## src/rtl/serial_rx_oversampled.sv

```systemverilog
module serial_rx_oversampled #(
  parameter int OVERSAMPLE = 16,
  parameter int MAX_BITS   = 8
) (
  input  logic                clk,
  input  logic                rst,
  input  logic                tick,
  input  logic                rxd,
  input  logic [1:0]          word_len,
  input  logic                par_en,
  input  logic                par_even,
  input  logic                par_force,
  input  logic                rd_data,
  input  logic                rd_status,
  output logic [MAX_BITS-1:0] rx_data,
  output logic                data_ready,
  output logic                overrun,
  output logic                parity_err,
  output logic                framing_err,
  output logic                break_flag
);
  localparam int CW   = $clog2(OVERSAMPLE);
  localparam int IW   = $clog2(MAX_BITS);
  localparam int MID  = OVERSAMPLE / 2 - 2;
  localparam int LAST = OVERSAMPLE - 1;

  typedef enum logic [2:0] {S_IDLE, S_START, S_DATA, S_PAR, S_STOP} rx_state_t;

  rx_state_t           state;
  logic [CW-1:0]       cnt;
  logic [IW-1:0]       idx;
  logic [MAX_BITS-1:0] shreg;
  logic                par_bit;
  logic                line_q;

  logic [IW-1:0] last_idx;
  logic          at_mid, at_end, fin, exp_par, perr, ferr, brk, load, drop;

  assign last_idx = IW'(32'(word_len) + 4);
  assign at_mid   = cnt == CW'(MID);
  assign at_end   = cnt == CW'(LAST);
  assign fin      = tick && state == S_STOP && at_end;
  assign exp_par  = par_force ? ~par_even : (par_even ? ^shreg : ~^shreg);
  assign perr     = par_en && (par_bit != exp_par);
  assign ferr     = !rxd;
  assign brk      = !rxd && shreg == '0 && !(par_en && par_bit);
  assign load     = fin && (!data_ready || rd_data);
  assign drop     = fin && data_ready && !rd_data;

  always_ff @(posedge clk) begin
    if (rst) begin
      state   <= S_IDLE;
      cnt     <= '0;
      idx     <= '0;
      shreg   <= '0;
      par_bit <= 1'b0;
      line_q  <= 1'b1;
    end else if (tick) begin
      line_q <= rxd;
      cnt    <= cnt + CW'(1);
      case (state)
        S_IDLE: begin
          cnt <= '0;
          if (line_q && !rxd) state <= S_START;
        end
        S_START: begin
          if (at_mid) begin
            cnt   <= '0;
            idx   <= '0;
            shreg <= '0;
            state <= rxd ? S_IDLE : S_DATA;
          end
        end
        S_DATA: begin
          if (at_end) begin
            shreg[idx] <= rxd;
            cnt        <= '0;
            if (idx == last_idx) state <= par_en ? S_PAR : S_STOP;
            else                 idx   <= idx + IW'(1);
          end
        end
        S_PAR: begin
          if (at_end) begin
            par_bit <= rxd;
            cnt     <= '0;
            state   <= S_STOP;
          end
        end
        S_STOP: begin
          if (at_end) begin
            cnt   <= '0;
            state <= S_IDLE;
          end
        end
        default: state <= S_IDLE;
      endcase
    end
  end

  always_ff @(posedge clk) begin
    if (rst) begin
      rx_data     <= '0;
      data_ready  <= 1'b0;
      overrun     <= 1'b0;
      parity_err  <= 1'b0;
      framing_err <= 1'b0;
      break_flag  <= 1'b0;
    end else begin
      if (load) rx_data <= shreg;
      data_ready  <= load | (data_ready & ~rd_data);
      overrun     <= drop | (overrun & ~rd_status);
      parity_err  <= (load & perr) | (parity_err & ~rd_status);
      framing_err <= (load & ferr) | (framing_err & ~rd_status);
      break_flag  <= (load & brk) | (break_flag & ~rd_status);
    end
  end
endmodule

```

## config.mk

```make
export PLATFORM = sky130hd
export DESIGN_NAME = serial_rx_oversampled
export DESIGN_NICKNAME = d
export VERILOG_FILES = /design/src/rtl/serial_rx_oversampled.sv
export SDC_FILE = /design/constraint.sdc
export NUM_CORES = 1
export LEC_CHECK = 0
export ABC_CLOCK_PERIOD_IN_PS = 4200
export BUFFER_PORTS_ARGS = -buffer_cell sky130_fd_sc_hd__buf_2
export CELL_PAD_IN_SITES_DETAIL_PLACEMENT = 1
export CELL_PAD_IN_SITES_GLOBAL_PLACEMENT = 1
export CORE_UTILIZATION = 37
export CTS_BUF_LIST = sky130_fd_sc_hd__clkbuf_8
export DETAILED_ROUTE_END_ITERATION = 10
export MAX_ROUTING_LAYER = met4
export PLACE_DENSITY = 0.75
export SKIP_LAST_GASP = 1
export SLEW_MARGIN = 0
export SYNTH_ARGS = -nofsm -noshare
export SYNTH_HDL_FRONTEND = slang
export SYNTH_SLANG_ARGS = --single-unit
```

## constraint.sdc

```tcl
create_clock -name clk -period 4.2 [get_ports clk]
set_input_delay 0.42 -clock clk [delete_from_list [all_inputs] [get_ports clk]]
set_output_delay 0.42 -clock clk [all_outputs]
set_load 0.005 [all_outputs]
```

==> impl_metrics.json <==
{
  "design_area_sq_um": 2060,
  "layout_common_cells": "dfxtp_1, nor2_1, buf_2",
  "critical_path.startpoint_type": "register",
  "die_w_um": 72.4,
  "hold_path_class": "in2reg",
  "initial_core_util_pct": 38.6,
  "syn_nets": 230,
  "status": "complete, no violations",
  "regArea_sq_um": 661,
  "worstHoldPathCells": 4,
  "max_freq_mhz": 532,
  "path_class": "reg2reg",
  "num-fill-cells": 601,
  "layout-drive-gt1-share_pct": 17.8,
  "clock_path_buffers": 2,
  "reg2reg_from": "state[1]$_SDFFE_PP0P_",
  "cts_resized": 0,
  "n_antenna_cell": 0,
  "row_count": 25,
  "numCtsBuffers": 5,
  "reg2reg_slack_ps": 2320,
  "syn_inst": 212,
  "irDropWorstVdd_mv": 0.121,
  "rr_endpoint": "shreg[6]$_SDFFE_PP0P_",
  "finalNetCount": 248,
  "worst_pin_slew_ps": 710,
  "dr.pass1.iters": 4,
  "root_buffer": "clkbuf_8",
  "place_congestion": 0.769,
  "clock-sinks": 33,
  "htree_levels": 2,
  "ys.warnings.count": 0,
  "cp.arrival_ps": 2070,
  "finalCriticalPeriod_ps": 1880,
  "slew_headroom_pct": 52.7,
  "antenna_found_initial": 0,
  "path_clk_slew_ps": 70,
  "cts_tree": "done",
  "rsz0062_at_grt": "false",
  "worst_skew_pair.late_latency_ps": 290,
  "endpoint_kind": "register",
  "hp-start": "rd_status",
  "grt_overflow_total": 0,
  "critPathMaxFanout": 12,
  "ios": 24,
  "power_density_nw_per_um2": 293,
  "worstPathRequired_ps": 4390,
  "grt_max_degree": 39,
  "ys_types": 51,
  "p_leak_uw": 0.000795,
  "cts.hold.buffers_added": 0,
  "place_hpwl_um": 3240,
  "postRouteAntennaNets": 0,
  "gr-usage-all-layers_pct": 19.3,
  "viasPerCell": 5.40,
  "die_h_um": 72.4,
  "drtIter0Drc": 84,
  "mappedNetlistArea_sq_um": 1830,
  "dieArea_sq_um": 5240,
  "skew_ps": 7.37,
  "seq_area_frac_synth_pct": 36.0,
  "synth_ff_type": "dfxtp_1",
  "grt_pass1_wl_um": 7640,
  "finalSetupViolations": 0,
  "wl_per_cell_um": 15.0,
  "coreArea_sq_um": 4750,
  "yosys_register_bits": 33,
  "routed_wl_um": 4440,
  "drv_cap": 0,
  "multi_input_area_sq_um": 1060,
  "port_buffers": 23,
  "drc": 0,
  "finalWorstSetupSlack_ps": 2320,
  "tns_ps": 0,
  "ys_async_sr_fraction_pct": 0,
  "post_cts_buffers": 0,
  "syn_area_per_cell_sq_um": 8.65,
  "dp_slack_ps": 2370,
  "worstHoldEndpoint": "framing_err$_SDFF_PP0_",
  "synth_edf_count": 0,
  "startpoint": "state[1]$_SDFFE_PP0P_",
  "postPlaceCellArea_sq_um": 1980,
  "finalHoldViolCount": 0,
  "layout_commonest_cell": "dfxtp_1",
  "num_vias": 1603,
  "grt_pass1_vias": 1591,
  "drv_slew": 0,
  "rr_worst_depth": 5,
  "area_delta_synth_final_pct": 12.6,
  "period_share_pct": 44.7
}
critical path, cell delays in order, from the launching register on:
cell and delay (ps):
dfxtp_1 580, inv_1 150, nor3_1 470, and4b_1 290
nand2_1 120, o32ai_1 160
per-layer routing:
metal  part of all wire, %  track usage (%)  vias to the layer above
met5                     0                -                        -
met4                   1.5             6.54                        0
met3                   2.8             4.03                        6
met2                    46             30.8                       27
met1                    49             24.2                      771
li1                      -                -                      799
synth_stat cells (all sizes together), types with 7 or more instances:
library cell / count / area share [%]
a21oi: 9 / 2.5
clkbuf: 8 / 1.6
dfxtp: 33 / 36
ha: 7 / 4.8
inv: 15 / 3.1
mux2i: 9 / 4.9
nand2: 12 / 2.9
nor2: 28 / 6.6
nor2b: 7 / 2.4
o21ai: 8 / 2.2
o32ai: 8 / 3.8
report_power, final:
group / internal, uW / switching (uW)
clock network: 128 / 115
registers: 315 / 5.91
logic: 15.3 / 25.9
total: 458 / 146
final cells by class:
class | count | share of cell area [%]
multi-input cells | 152 | 51.5
flip-flops and latches | 33 | 32.0
repair buffers | 23 | 5.58
well taps | 67 | 4.06
clock buffers | 6 | 4.00
inverters | 15 | 2.73
clock inverters | 1 | 0.182
sequential cells by signal, indices dropped and copies added, names as in the netlist, 3 cells and up:
name	flops
rx_data	8
idx	3
cnt	4
shreg	8
state	3
worst max-delay path by stage:
stage,to,slack (ps),cells after the start
after floorplan,state[1]$_SDFFE_PP0P_,2640,7
after global placement,state[1]$_SDFFE_PP0P_,2410,6
after detailed placement,state[1]$_SDFFE_PP0P_,2370,6
after CTS,shreg[4]$_SDFFE_PP0P_,2350,5
after global routing,shreg[4]$_SDFFE_PP0P_,2160,5
final,shreg[6]$_SDFFE_PP0P_,2320,5
per-stage QoR:
step                      power [uW]  util [%]  cells  hold slack [ps]
after floorplan                  357         -    212              460
after CTS                        608      43.4    297              437
final                            605      43.4    297              438
after global routing             630      43.4    297              446
after detailed placement         369      41.6    290              456
after global placement           369      41.6    290              449
logic make-up after synthesis:
family,count (synthesis),share of synthesized area [%]
AOI/OAI and AO/OA,47,19.2
xor gates and xnor gates,7,3.34
adders and majority gates,7,4.77
buffers and inverters,27,6.07
DFF,33,36.0
muxes,10,5.53
and+or+nand+nor,81,25.0
No activity file was read; power rests on OpenSTA's default activity.
